===== src/rtl/occlim_pkg.sv =====
package occlim_pkg;

  localparam int REG_DW = 8;

  typedef enum logic [1:0] {
    RA_CHEN  = 2'd0,
    RA_TIMER = 2'd1,
    RA_SWST  = 2'd2,
    RA_NONE  = 2'd3
  } reg_addr_e;

  // Number of granted cycles after which a release is forced.
  function automatic int unsigned occ_limit_cycles(input int unsigned units,
                                                   input int unsigned pre_w);
    return units << pre_w;
  endfunction

endpackage


===== src/rtl/occ_regs.sv =====
module occ_regs
  import occlim_pkg::*;
#(
  parameter int NUM_CH = 6,
  parameter int VAL_W  = 7
) (
  input  logic              clk,
  input  logic              rst_n,
  input  logic              wr,
  input  logic [1:0]        addr,
  input  logic [REG_DW-1:0] wdata,
  input  logic              force_clr,
  output logic [NUM_CH-1:0] chan_en,
  output logic              tmr_en,
  output logic [VAL_W-1:0]  tmr_val,
  output logic [NUM_CH-1:0] sw_start,
  output logic [REG_DW-1:0] rdata
);

  logic wr_chen, wr_tmr, wr_sw, tmr_locked;

  assign tmr_locked = |chan_en;
  assign wr_chen    = wr && (reg_addr_e'(addr) == RA_CHEN);
  assign wr_tmr     = wr && (reg_addr_e'(addr) == RA_TIMER) && !tmr_locked;
  assign wr_sw      = wr && (reg_addr_e'(addr) == RA_SWST);

  always_ff @(posedge clk or negedge rst_n) begin
    if (!rst_n)       chan_en <= '0;
    else if (wr_chen) chan_en <= wdata[NUM_CH-1:0];
  end

  always_ff @(posedge clk or negedge rst_n) begin
    if (!rst_n) begin
      tmr_en  <= 1'b0;
      tmr_val <= '0;
    end else if (wr_tmr) begin
      tmr_en  <= wdata[REG_DW-1];
      tmr_val <= wdata[VAL_W-1:0];
    end
  end

  // One start flag per channel; a forced release wins over a write.
  for (genvar i = 0; i < NUM_CH; i++) begin : g_sw
    always_ff @(posedge clk or negedge rst_n) begin
      if (!rst_n)         sw_start[i] <= 1'b0;
      else if (force_clr) sw_start[i] <= 1'b0;
      else if (wr_sw)     sw_start[i] <= wdata[i];
    end
  end

  always_comb begin
    rdata = '0;
    case (reg_addr_e'(addr))
      RA_CHEN:  rdata[NUM_CH-1:0] = chan_en;
      RA_TIMER: begin
        rdata[REG_DW-1]  = tmr_en;
        rdata[VAL_W-1:0] = tmr_val;
      end
      RA_SWST:  rdata[NUM_CH-1:0] = sw_start;
      default:  rdata = '0;
    endcase
  end

endmodule


===== src/rtl/occ_hold_timer.sv =====
module occ_hold_timer #(
  parameter int VAL_W = 7,
  parameter int PRE_W = 8
) (
  input  logic             clk,
  input  logic             rst_n,
  input  logic             hold_active,
  input  logic             limit_on,
  input  logic [VAL_W-1:0] tmr_val,
  output logic [PRE_W-1:0] pre_cnt,
  output logic [VAL_W-1:0] unit_cnt,
  output logic             limit_hit
);

  function automatic logic last_unit(input logic [VAL_W-1:0] units,
                                     input logic [VAL_W-1:0] lim);
    return units == (lim - VAL_W'(1));
  endfunction

  logic pre_wrap;
  assign pre_wrap = &pre_cnt;

  always_ff @(posedge clk or negedge rst_n) begin
    if (!rst_n) begin
      pre_cnt  <= '0;
      unit_cnt <= '0;
    end else if (!hold_active) begin
      pre_cnt  <= '0;
      unit_cnt <= '0;
    end else begin
      pre_cnt <= pre_cnt + PRE_W'(1);
      if (pre_wrap) unit_cnt <= unit_cnt + VAL_W'(1);
    end
  end

  assign limit_hit = limit_on && hold_active && pre_wrap && last_unit(unit_cnt, tmr_val);

endmodule


===== src/rtl/occ_backoff.sv =====
module occ_backoff #(
  parameter int GAP = 16
) (
  input  logic clk,
  input  logic rst_n,
  input  logic start,
  output logic active
);

  localparam int BW = $clog2(GAP + 1);

  logic [BW-1:0] left;

  always_ff @(posedge clk or negedge rst_n) begin
    if (!rst_n)              left <= '0;
    else if (start)          left <= BW'(GAP);
    else if (left != '0)     left <= left - BW'(1);
  end

  assign active = (left != '0);

endmodule


===== src/rtl/bus_occ_limiter.sv =====
module bus_occ_limiter
  import occlim_pkg::*;
#(
  parameter int NUM_CH = 6,
  parameter int VAL_W  = 7,
  parameter int PRE_W  = 8,
  parameter int GAP    = 16
) (
  input  logic              clk,
  input  logic              rst_n,
  input  logic              reg_wr,
  input  logic [1:0]        reg_addr,
  input  logic [7:0]        reg_wdata,
  output logic [7:0]        reg_rdata,
  input  logic [NUM_CH-1:0] ch_pending,
  input  logic              bus_gnt,
  output logic              bus_req,
  output logic              dma_go,
  output logic              forced_release
);

  logic [NUM_CH-1:0] chan_en, sw_start;
  logic              tmr_en, limit_on, demand, hold_active, in_backoff, limit_hit;
  logic [VAL_W-1:0]  tmr_val, unit_cnt;
  logic [PRE_W-1:0]  pre_cnt;

  occ_regs #(.NUM_CH(NUM_CH), .VAL_W(VAL_W)) u_regs (
    .clk(clk), .rst_n(rst_n), .wr(reg_wr), .addr(reg_addr), .wdata(reg_wdata),
    .force_clr(limit_hit), .chan_en(chan_en), .tmr_en(tmr_en), .tmr_val(tmr_val),
    .sw_start(sw_start), .rdata(reg_rdata)
  );

  assign limit_on    = tmr_en && (tmr_val != '0);
  assign demand      = |((ch_pending | sw_start) & chan_en);
  assign bus_req     = demand && !in_backoff;
  assign hold_active = bus_req && bus_gnt;

  occ_hold_timer #(.VAL_W(VAL_W), .PRE_W(PRE_W)) u_timer (
    .clk(clk), .rst_n(rst_n), .hold_active(hold_active), .limit_on(limit_on),
    .tmr_val(tmr_val), .pre_cnt(pre_cnt), .unit_cnt(unit_cnt), .limit_hit(limit_hit)
  );

  occ_backoff #(.GAP(GAP)) u_backoff (
    .clk(clk), .rst_n(rst_n), .start(limit_hit), .active(in_backoff)
  );

  assign dma_go         = hold_active;
  assign forced_release = limit_hit;

endmodule


===== config.mk =====
export PLATFORM = sky130hd
export DESIGN_NAME = bus_occ_limiter
export DESIGN_NICKNAME = d
export VERILOG_FILES = /design/src/rtl/occlim_pkg.sv /design/src/rtl/occ_regs.sv /design/src/rtl/occ_hold_timer.sv /design/src/rtl/occ_backoff.sv /design/src/rtl/bus_occ_limiter.sv
export SDC_FILE = /design/constraint.sdc
export NUM_CORES = 1
export LEC_CHECK = 0
export BUFFER_PORTS_ARGS = -buffer_cell sky130_fd_sc_hd__buf_4
export CAP_MARGIN = 25
export CORE_UTILIZATION = 44
export CTS_CLUSTER_DIAMETER = 30
export CTS_CLUSTER_SIZE = 10
export DETAILED_ROUTE_END_ITERATION = 10
export PLACE_DENSITY_LB_ADDON = 0.25
export SLEW_MARGIN = 20
export SYNTH_ARGS = -nofsm -noshare
export SYNTH_HDL_FRONTEND = slang
export SYNTH_SLANG_ARGS = --single-unit

===== constraint.sdc =====
create_clock -name clk -period 2.2 [get_ports clk]
set_input_delay 0.44 -clock clk [delete_from_list [all_inputs] [get_ports clk]]
set_output_delay 0.44 -clock clk [all_outputs]
set_load 0.005 [all_outputs]

# Word level (Yosys, flattened, before mapping)
# Cells that the tools add are included.
# Widths: inputs -> output; s select.
[word_totals]
elab_cells = 61
regBits = 40
out_inout_bits = 11
[op_classes]
n_reduce_logical = 20
n_addsub = 4
n_eq_ne = 4
n_mux = 19
bitwise = 2
[op_table]
columns = ["op", "count"]
rows = [
  ["$pmux 6 s3", 1],
  ["$mux 7", 2],
  ["$mux 1", 12],
  ["$reduce_or 6->1", 2],
  ["$logic_and 1x1->1", 10],
  ["$mux 5", 2],
  ["$add 8x1->8 const B", 1],
  ["$mux 8", 1],
  ["$reduce_and 8->1", 1],
  ["$add 7x1->7 const B", 1],
  ["$eq 7x7->1", 1],
  ["$reduce_bool 7->1", 1],
  ["$sub 7x1->7 const B", 1],
  ["$and 6x6->6", 1],
  ["$or 6x6->6", 1],
  ["$reduce_bool 5->1", 1],
  ["$sub 5x1->5 const B", 1],
  ["$reduce_bool 2->1", 2],
  ["$eq 2x1->1 const B", 1],
  ["$eq 2x2->1 const B", 1],
  ["$logic_not 1->1", 2],
  ["$logic_not 2->1", 1],
  ["$mux 2", 1],
  ["$ne 2x2->1 const B", 1],
]

# Logic depth before layout (Yosys ltp)
# Gate-level depths: netlist (run 1).
[logic_depth]
ltp_word = 9
mapped_depth = 7
ltp_nobuf = 7

# Hierarchy
# Synthesis (run 1) repeated with hierarchy kept, for this count alone.
[unflattened]
hier_cells = 213
hier_area_um2 = 2248.4
[modules_own_cells]
columns = ["module", "seq_area_each_um2", "cells_per_inst", "n_inst", "area_per_inst_um2"]
rows = [
  ["occ_regs", 500.5, 75, 1, 970.9],
  ["occ_hold_timer", 375.4, 99, 1, 935.9],
  ["occ_backoff", 125.1, 25, 1, 261.5],
  ["bus_occ_limiter", 0.0, 14, 1, 80.1],
]

# Worst setup path before layout (run 1)
# Ideal clock, no wire load.
[synth_path]
path_kind = "reg-to-output"
from = "register u_regs.tmr_val[0]"
to = "output port forced_release"
setup_slack_ps = -237
path_stages_with_launch = 7
t_required_ps = 1760
arrival_ps = 1997
cell_sequence = "dfrtp_1 inv_1 ha_1 xor2_1 nand3_1 or4b_4 a2111oi_4"
[synth_between]
elab_chain_len = 5
word_cells_on_any_way = 7
[synth_lines]
columns = ["item", "line", "rtl"]
rows = [
  ["start: declaration", "occ_regs.sv:15", "output logic [VAL_W-1:0] tmr_val,"],
  ["start signal: assignment", "occ_regs.sv:38", "tmr_val <= wdata[VAL_W-1:0];"],
  ["branches (longest 4 deep; another with $sub 7x1->7)", "n/a", ""],
  ["$logic_and 1x1->1 *", "occ_hold_timer.sv:36", "assign limit_hit = limit_on && hold_active && pre_wrap && last_unit(unit_cnt, tmr_val);"],
  ["end: declaration", "bus_occ_limiter.sv:19", "output logic forced_release"],
]
# Every way passes the cells marked *.

# Worst setup path in the final report (run 1)
[layout_path]
from = "register u_regs.tmr_val[1]"
to = "output port forced_release"
# Same word-level chain as after synthesis.

==> results.toml, run 1 <==
[run_status]
run_status = "finished with violations"
failed_checks = "setup timing"

[global_routing]
grt_antenna_before_repair = 0
gr-usage-all-layers_pct = 19.8
grt_pass1_wl_microns = 7850
grt_remaining_overflow = 0
grt_max_degree = 41
grt_pass1_vias = 1665

[critical_path]
cp_slowest_cell = "or4b_4"
path_max_fanout = 2
cp.required_ns = 1.76
critPathTopFamily = "simple AND/OR/NAND/NOR gates"
critPathKind = "register to output port"
crit_buf_inv = 2
worstSetupEndpointType = "output port"
arrival_ns = 2.18
crit_chain = "inv_2 -> ha_4 -> xor2_1 -> nand3_1 -> or4b_4 -> a2111oi_4 -> buf_4"
cp_slowest_stage_delay_ns = 0.56
cp-start-kind = "register"

[clocking]
cts_buffer_depth = 2
cts_inserted_buffers = 5
clockRootBuffer = "clkbuf_8"
cts_tree = "built"
cts_htree_levels = 2
clk_latency_ns = 0.29
cts_sinks = 40
ctsHoldBuffers = 0
path_clk_slew_ns = 0.08

[floorplanning]
rows = 25
ios = 31
chipHeight_microns = 72.3
start_util_pct = 45.8
coreArea_sq_mm = 0.00475
die_w_microns = 72.3
dieArea_sq_mm = 0.00523

[pwr]
ir_drop_v = 0.000371
pwr-share-comb_pct = 30.4
sequentialPowerShare_pct = 44.8
powerDensity_mw_per_mm2 = 743
p_switching_w = 0.000631
p_leak_nw = 1.33
clkPwrFrac_pct = 24.8
swShare_pct = 30.9
p_int_w = 0.00141

[synthesis]
netlist_instances = 208
yosysWarningCount = 0
synth-seq-cells = 40
synth_edf_count = 0
synth.distinct_cells = 33
syn_area_sq_mm = 0.00218
synthArstFlopShare_pct = 100
ys_top_cells_by_area = "dfrtp_1, mux2_2, mux2i_1"
synth_top_flop_cell = "dfrtp_1"
syn_nets = 234
syn_avg_cell_area_sq_um = 10.5
ys_seq_area_share_pct = 46.0
yosys.area.top_type = "dfrtp_1"
synth_top_area_share_pct = 46.0

[place]
dp_hpwl_microns = 3380
dp_cells = 316
io_buffers = 30
gp_congestion = 0.795

[worst_hold_path]
worst_hold_path_type = "input pin to async pin"

[layout]
post-route-util_pct = 57.8
antennaDiodeCount = 0
fin_cells = 327
layout_commonest_cell = "buf_4"
nets = 285
fillers = 450
synthToLayoutAreaGrowth_pct = 26.1
drive_above_1_share_pct = 34.2
final_cell_mix = "buf_4, dfrtp_1, nor2_1"

[detailed_routing]
postRouteAntennaNets = 0
via_count = 1667
drtPass1Iterations = 4
drc = 0
wl_per_cell_microns = 13.9
vias_per_cell = 5.10
wirelength_microns = 4550
drt-initial-drc-count = 38

[timing]
finalHoldViolations = 0
finalCriticalPeriod_ns = 2.62
setup_viol = 1
period_share_pct = 119
setup_ws_ns = -0.418
slew_headroom_pct = 65.9
drv_slew = 0
clock_skew_ns = 0.00945
worst_pin_slew_ns = 0.512
max_freq_mhz = 382
rsz0062_at_grt = "true"

[job]
max-cap-violations = 0
## power groups by stage
stage	combinational [W]	sequential [W]	clock (W)
after floorplan	0.000357	0.000908	0
after global placement	0.000582	0.000920	0
after detailed placement	0.000591	0.000922	0
after CTS	0.000617	0.000910	0.000524
after global routing	0.000691	0.000930	0.000544
final	0.000621	0.000915	0.000506
## worst paths after layout
check / to / cells past startpoint / start / slack [ns]
setup / recovery: forced_release / 7 / u_regs.tmr_val[1] / -0.42
hold / removal: u_timer.pre_cnt[3] / 1 / rst_n / 0.12
setup reg to reg: u_regs.sw_start[3] / 8 / u_regs.tmr_val[1] / 0.07
hold reg to reg: u_timer.pre_cnt[0] / 1 / u_timer.pre_cnt[0] / 0.48
max in group asynchronous: u_backoff.left[0] / 1 / rst_n / 1.73
min in group clk: u_regs.tmr_en / 2 / reg_wdata[7] / 0.38
## metrics by stage
stage | area (sq um) | TNS, ns | hold WS, ns | total power (W) | setup WS (ns)
6_report | 2750 | -0.418 | 0.122 | 0.00204 | -0.418
5_1_grt | 2750 | -0.693 | 0.167 | 0.00217 | -0.516
4_1_cts | 2690 | -0.434 | 0.136 | 0.00205 | -0.434
3_5_place_dp | 2580 | -0.453 | 0.456 | 0.00151 | -0.214
3_3_place_gp | 2580 | -0.169 | 0.450 | 0.00150 | -0.169
2_1_floorplan | 2180 | -0.494 | 0.144 | 0.00126 | -0.237
## sequential cells by signal, summed over array words and instances (netlist names)
signal            count
u_backoff.left        5
u_regs.chan_en        6
u_regs.sw_start       6
u_regs.tmr_en         1
u_regs.tmr_val        7
u_timer.pre_cnt       8
u_timer.unit_cnt      7
## layer usage
| metal | global-route usage [%] | vias up | share of wire, % |
|---|---|---|---|
| li1 | - | 814 | - |
| met1 | 28.6 | 821 | 50 |
| met2 | 29.3 | 27 | 46 |
| met3 | 4.31 | 5 | 3.1 |
| met4 | 7.41 | 0 | 1.4 |
| met5 | 0 | - | 0 |
## layout make-up
type                    instances  area, sq um  area share (%)
inverters                       5         18.8           0.683
multi-input cells             159         1190            43.3
repair buffers                 48          360            13.1
clock buffers                   6         82.6            3.01
flip-flops and latches         40         1000            36.4
clock inverters                 2         10.0           0.364
well taps                      67         83.8            3.05
## cells by family (layout without fill, tap and decap cells)
| logic type | after synthesis | after routing | share of synthesized area, % |
|---|---|---|---|
| buf+inv | 9 | 61 | 1.90 |
| mux | 28 | 28 | 13.7 |
| fa+ha+maj | 6 | 6 | 3.45 |
| compound gates | 19 | 19 | 6.32 |
| simple gates | 82 | 82 | 18.6 |
| flops | 40 | 40 | 46.0 |
| xor+xnor | 24 | 24 | 10.0 |
## repair_timing
item | 4_1_cts | 5_1_grt
endpoints found under the setup margin | 11 | 11
gates resized for setup | 5 | 14
pin swaps | 4 | 3
hold endpoints to repair | 0 | 0
buffers inserted | 0 | 3
## synth_stat cells (all sizes together) (2+ instances only)
cell	count
clkbuf	3
nor3	7
nor2	29
mux2i	13
o21ai	13
nand2	18
and2	4
dfrtp	40
nand3	8
nand4	2
mux2	15
inv	5
ha	6
and3	3
xnor2	13
nor2b	4
xor2	11
nor3b	2
Note: power is estimated with default switching activity, not from simulation.
==> run 2: changes to the inputs <==
- SYNTH_HIERARCHICAL: unset -> 1
==> run 2 against run 1 <==
Against the previous run: the run still ends with setup timing left; global-route usage rose by 0.54 points; critical path depth is 2 higher; clock-buffer cell count up 2; power increased by 2.0%; critical endpoint unchanged; largest cell class unchanged.
==> results.toml, run 2 <==
[clocking]
clk_latency_ns = 0.29
cts_htree_levels = 2
cts_tree = "built"
cts_sinks = 40
cts_buffer_depth = 2
clockRootBuffer = "clkbuf_8"
cts_inserted_buffers = 5
path_clk_slew_ns = 0.08

[layout]
layout_commonest_cell = "buf_4"
largest_reg_flops = 8
synthToLayoutAreaGrowth_pct = 33.3
fillers = 419
layout_top_registers = "u_timer/pre_cnt x8, u_regs/tmr_val x7, u_timer/unit_cnt x7"
fin_cells = 346
post-route-util_pct = 62.2
regMostFlops = "u_timer/pre_cnt"
nets = 302
antennaDiodeCount = 0
final_cell_mix = "buf_4, dfrtp_1, mux2_2"
design_area_sq_mm = 0.00300
drive_above_1_share_pct = 38.7

[detailed_routing]
vias_per_cell = 5.23
via_count = 1811
routed-wl-met3_microns = 227
drc = 0
wirelength_microns = 5250
drt-initial-drc-count = 75
wl_met2_microns = 2560
top_layer_used = "met4"
postRouteAntennaNets = 0
drtPass1Iterations = 4
wl_met1_microns = 2390
wl_per_cell_microns = 15.2

[place]
dp_hpwl_microns = 3450
post-place-ws_ns = -0.298
io_buffers = 30
gp_congestion = 0.806
dp_cells = 329
placed_area_sq_mm = 0.00273

[timing]
finalHoldViolations = 0
period_share_pct = 127
clock_skew_ns = 0.00644
setup_ws_ns = -0.588
setup_viol = 14
drv_slew = 0
worst_pin_slew_ns = 0.631
max_freq_mhz = 359
rsz0062_at_grt = "true"
slew_headroom_pct = 57.7
finalCriticalPeriod_ns = 2.79

[global_routing]
grt_antenna_before_repair = 0
grt_pass1_wl_microns = 8080
grt_max_degree = 41
grt_pass1_vias = 1709
gr-usage-all-layers_pct = 20.4
grt_remaining_overflow = 0

[pwr]
ir_drop_v = 0.000401
swShare_pct = 30.7
powerDensity_mw_per_mm2 = 695
sequentialPowerShare_pct = 43.2
p_switching_w = 0.000639
p_leak_nw = 1.41
p_int_w = 0.00144
power_w = 0.00208
clkPwrFrac_pct = 24.4
pwr-share-comb_pct = 32.4

[critical_path]
cp.required_ns = 1.76
path_max_fanout = 2
cp-start-kind = "register"
worstSetupEndpointType = "output port"
critPathKind = "register to output port"
arrival_ns = 2.35
rrSetupSlack_ns = -0.23

[floorplanning]
coreArea_sq_mm = 0.00482
start_util_pct = 46.7
die_w_microns = 73.5
dieArea_sq_mm = 0.00540
rows = 25
ios = 31
chipHeight_microns = 73.5

[synthesis]
yosysWarningCount = 6
syn_avg_cell_area_sq_um = 10.6
synth-seq-cells = 40
ys_seq_area_share_pct = 44.5
synth_top_area_share_pct = 44.5
netlist_instances = 213
syn_nets = 237
synth.distinct_cells = 44
synth_top_flop_cell = "dfrtp_1"
yosys.area.top_type = "dfrtp_1"
synth_common_cells = "dfrtp_1, mux2_2, nand2_1, o21ai_0"
syn_area_sq_mm = 0.00225
ys_top_cells_by_area = "dfrtp_1, mux2_2, mux2i_1"
synthArstFlopShare_pct = 100
synth_edf_count = 0
synth_most_common_cell = "dfrtp_1"

[job]
max-cap-violations = 0

[run_status]
run_status = "finished with violations"
failed_checks = "setup timing"

[worst_hold_path]
worst_hold_path_type = "input pin to async pin"
## run 2: power by group through the flow
stage          logic (W)  clock network [W]  registers [W]
5_1_grt         0.000739           0.000549       0.000912
4_1_cts         0.000634           0.000522       0.000895
3_5_place_dp    0.000616                  0       0.000909
2_1_floorplan   0.000346                  0       0.000920
3_3_place_gp    0.000610                  0       0.000904
6_report        0.000675           0.000508       0.000899
## run 2: worst paths after layout
check	cells after the start	startpoint	end
worst max register to register	12	u_backoff/left[0]	u_backoff/left[0]
max in group asynchronous	1	rst_n	u_regs/tmr_en
worst min-delay path	1	rst_n	u_backoff/left[2]
worst max-delay path	9	u_backoff/left[0]	forced_release
worst min register to register	1	u_timer/pre_cnt[0]	u_timer/pre_cnt[0]
min in group clk	2	reg_wdata[7]	u_regs/tmr_en
## run 2: area by class of cell
cell class / instances / area (sq um) / share of cell area (%)
Clock buffer: 8 / 90.1 / 3.01
Inverter: 8 / 30.0 / 1.00
Multi-Input combinational cell: 158 / 1270 / 42.3
Sequential cell: 40 / 1000 / 33.4
Tap cell: 67 / 83.8 / 2.80
Timing Repair Buffer: 65 / 523 / 17.5
## run 2: kinds of logic after synthesis
kind of cell / share of synthesized area [%]
adders and majority gates: 2.23
xor gates and xnor gates: 7.01
muxes: 12.4
AOI/OAI and AO/OA: 9.18
and+or+nand+nor: 21.0
DFF: 44.5
buffers and inverters: 3.73
## run 2: worst max-delay path, cell delays in order, from the launching register on
cell	delay (ns)
dfrtp_1	0.38
inv_1	0.06
ha_2	0.18
or4b_4	0.46
nand2b_4	0.16
a21oi_4	0.12
and3_4	0.21
nand3_4	0.07
a211oi_4	0.24
buf_4	0.16
## run 2: per-stage QoR
stage / hold slack (ns) / TNS (ns)
2_1_floorplan: 0.144 / -2.92
3_3_place_gp: 0.451 / -1.11
3_5_place_dp: 0.453 / -1.71
4_1_cts: 0.131 / -2.28
5_1_grt: 0.152 / -4.51
6_report: 0.118 / -3.40
## run 2: metal layers
metal | vias up | GRT usage [%]
met5 | - | 0
met4 | 0 | 7.69
met3 | 7 | 4.39
met2 | 42 | 33.1
met1 | 878 | 26.6
li1 | 884 | -
## run 2: timing repair
| item | CTS | global route |
|---|---|---|
| hold buffers | 0 | 0 |
| setup buffers | 3 | 6 |
| pin swaps | 5 | 5 |
| cloned | 1 | 0 |
| endpoints found under the setup margin | 14 | 14 |
| endpoints found under the hold margin | 0 | 0 |
| gates resized for setup | 7 | 20 |
==> run 3: changes to the inputs <==
--- a/constraint.sdc
+++ b/constraint.sdc
@@ -3,2 +3,2 @@
 set_output_delay 0.44 -clock clk [all_outputs]
-set_load 0.005 [all_outputs]
+set_load 0.05 [all_outputs]
==> run 3 against run 2 <==
Against the previous run: via count down 0.72%; combinational power grew 23%; worst setup slack got worse by 0.053 ns; power grew 4.9%; sequential power is essentially flat; critical endpoint unchanged; utilization is 0.99 points higher; sequential share of layout area shrank 0.52 points; the run still ends with setup timing left; critical path type unchanged; maximum frequency fell by 1.9%; global-route usage rose by 1.1 points.
==> results.toml, run 3 (same netlist as run 2, synthesis figures left out) <==
[layout]
synthToLayoutAreaGrowth_pct = 35.4
regMostFlops = "u_timer/pre_cnt"
nets = 303
largest_reg_flops = 8
antennaDiodeCount = 0
final_cell_mix = "buf_4, dfrtp_1, mux2_2"
drive_above_1_share_pct = 40.9
layout_top_registers = "u_timer/pre_cnt x8, u_regs/tmr_val x7, u_timer/unit_cnt x7"
layout_commonest_cell = "buf_4"
fillers = 412

[timing]
finalHoldViolations = 0
hold_slack_ns = 0.128
setup_viol = 14
drv_slew = 0
max_freq_mhz = 352
finalSetupTns_ns = -3.56
setup_ws_ns = -0.641
finalCriticalPeriod_ns = 2.84
slew_headroom_pct = 63.3
clock_skew_ns = 0.00436
period_share_pct = 129
rsz0062_at_grt = "true"
worst_pin_slew_ns = 0.548

[detailed_routing]
postRouteAntennaNets = 0
drt-initial-drc-count = 100
vias_per_cell = 5.20
via_count = 1798
drc = 0
drtPass1Iterations = 4
wirelength_microns = 5060
wl_per_cell_microns = 14.6

[clocking]
cts_buffer_depth = 2
clockRootBuffer = "clkbuf_8"
cts_htree_levels = 2
cts_inserted_buffers = 5
cts_tree = "built"
clk_latency_ns = 0.29
path_clk_slew_ns = 0.07
cts_sinks = 40

[global_routing]
grt_pass1_vias = 1875
grt_antenna_before_repair = 0
gr-usage-all-layers_pct = 21.5
grt_remaining_overflow = 0
grt_max_degree = 41
grt_pass1_wl_microns = 8650

[place]
io_buffers = 30
gp_congestion = 0.826
dp_hpwl_microns = 3580

[critical_path]
cp-start-kind = "register"
cp.required_ns = 1.76
arrival_ns = 2.40
critPathKind = "register to output port"
worstSetupEndpointType = "output port"
path_max_fanout = 2

[floorplanning]
rows = 25
dieArea_sq_mm = 0.00540
coreArea_sq_mm = 0.00482
die_w_microns = 73.5
ios = 31
chipHeight_microns = 73.5
start_util_pct = 46.7

[pwr]
p_leak_nw = 1.42
powerDensity_mw_per_mm2 = 717
ir_drop_v = 0.000377

[job]
max-cap-violations = 0

[worst_hold_path]
worst_hold_path_type = "input pin to async pin"

[run_status]
failed_checks = "setup timing"
run_status = "finished with violations"
==> run 3: cell count changes in the layout (fill, tap and decap cells not counted), moves of 2 or more <==
cell and delta:
o21ai_0 -6, o21ai_1 +6, a21boi_0 -3, a21boi_1 +2
==> run 3: repair_timing <==
action,CTS,global route
resized for setup,15,24
hold buffers,0,0
pin swaps,0,10
setup buffers,8,2
endpoints found under the setup margin,14,25
cloned,1,0
==> run 3: through the flow <==
step                      total power, W  cells  area (sq um)  setup slack, ns  utilization, %
final                            0.00218    346          3040           -0.641            63.2
after global routing             0.00232    346          3040           -0.704            63.2
after CTS                        0.00215    346          2940           -0.680            61.1
after detailed placement         0.00163    330          2750           -0.367            57.0
after global placement           0.00161    330          2750           -0.341            57.0
after floorplan                  0.00137    213          2290            -1.04               -
==> run 3: critical path, cell delays in order, from the launching register on <==
cell and delay, ns:
dfrtp_1 0.39, inv_1 0.06, ha_2 0.16, or3b_4 0.37, or4b_4 0.49, o311a_4 0.14, a211oi_4 0.29, buf_6 0.20
==> run 3: worst paths after layout <==
| kind | depth (start not counted) | end | slack (ns) | startpoint |
|---|---|---|---|---|
| setup / recovery | 7 | forced_release | -0.64 | u_regs/tmr_val[1] |
| hold / removal | 1 | u_timer/pre_cnt[2] | 0.13 | rst_n |
| setup reg to reg | 10 | u_backoff/left[1] | -0.26 | u_regs/tmr_val[1] |
| hold reg to reg | 1 | u_timer/pre_cnt[0] | 0.49 | u_timer/pre_cnt[0] |
| max in group asynchronous | 1 | u_regs/chan_en[3] | 1.72 | rst_n |
| min in group clk | 2 | u_regs/tmr_en | 0.38 | reg_wdata[7] |
==> run 3: layout make-up <==
cell class	count	area (sq um)	share of cell area (%)
repair buffers	66	542	17.8
clock buffers	6	72.6	2.38
flip-flops and latches	40	1000	32.9
inverters	8	30.0	0.986
clock inverters	1	5.00	0.164
multi-input cells	158	1310	43.0
well taps	67	83.8	2.75
==> run 3: routing by layer <==
layer,wire (microns),GRT usage (%),vias to the layer above
met4,105,11.3,0
met3,176,4.66,8
met1,2330,28.3,882
met5,0,0,-
li1,-,-,880
met2,2450,33.0,28
==> run 3: where the power goes <==
group          internal [W]  leakage [nW]  switching, W
combinational      0.000396         0.857      0.000431
sequential         0.000824         0.525     0.0000738
clock              0.000216        0.0410      0.000242
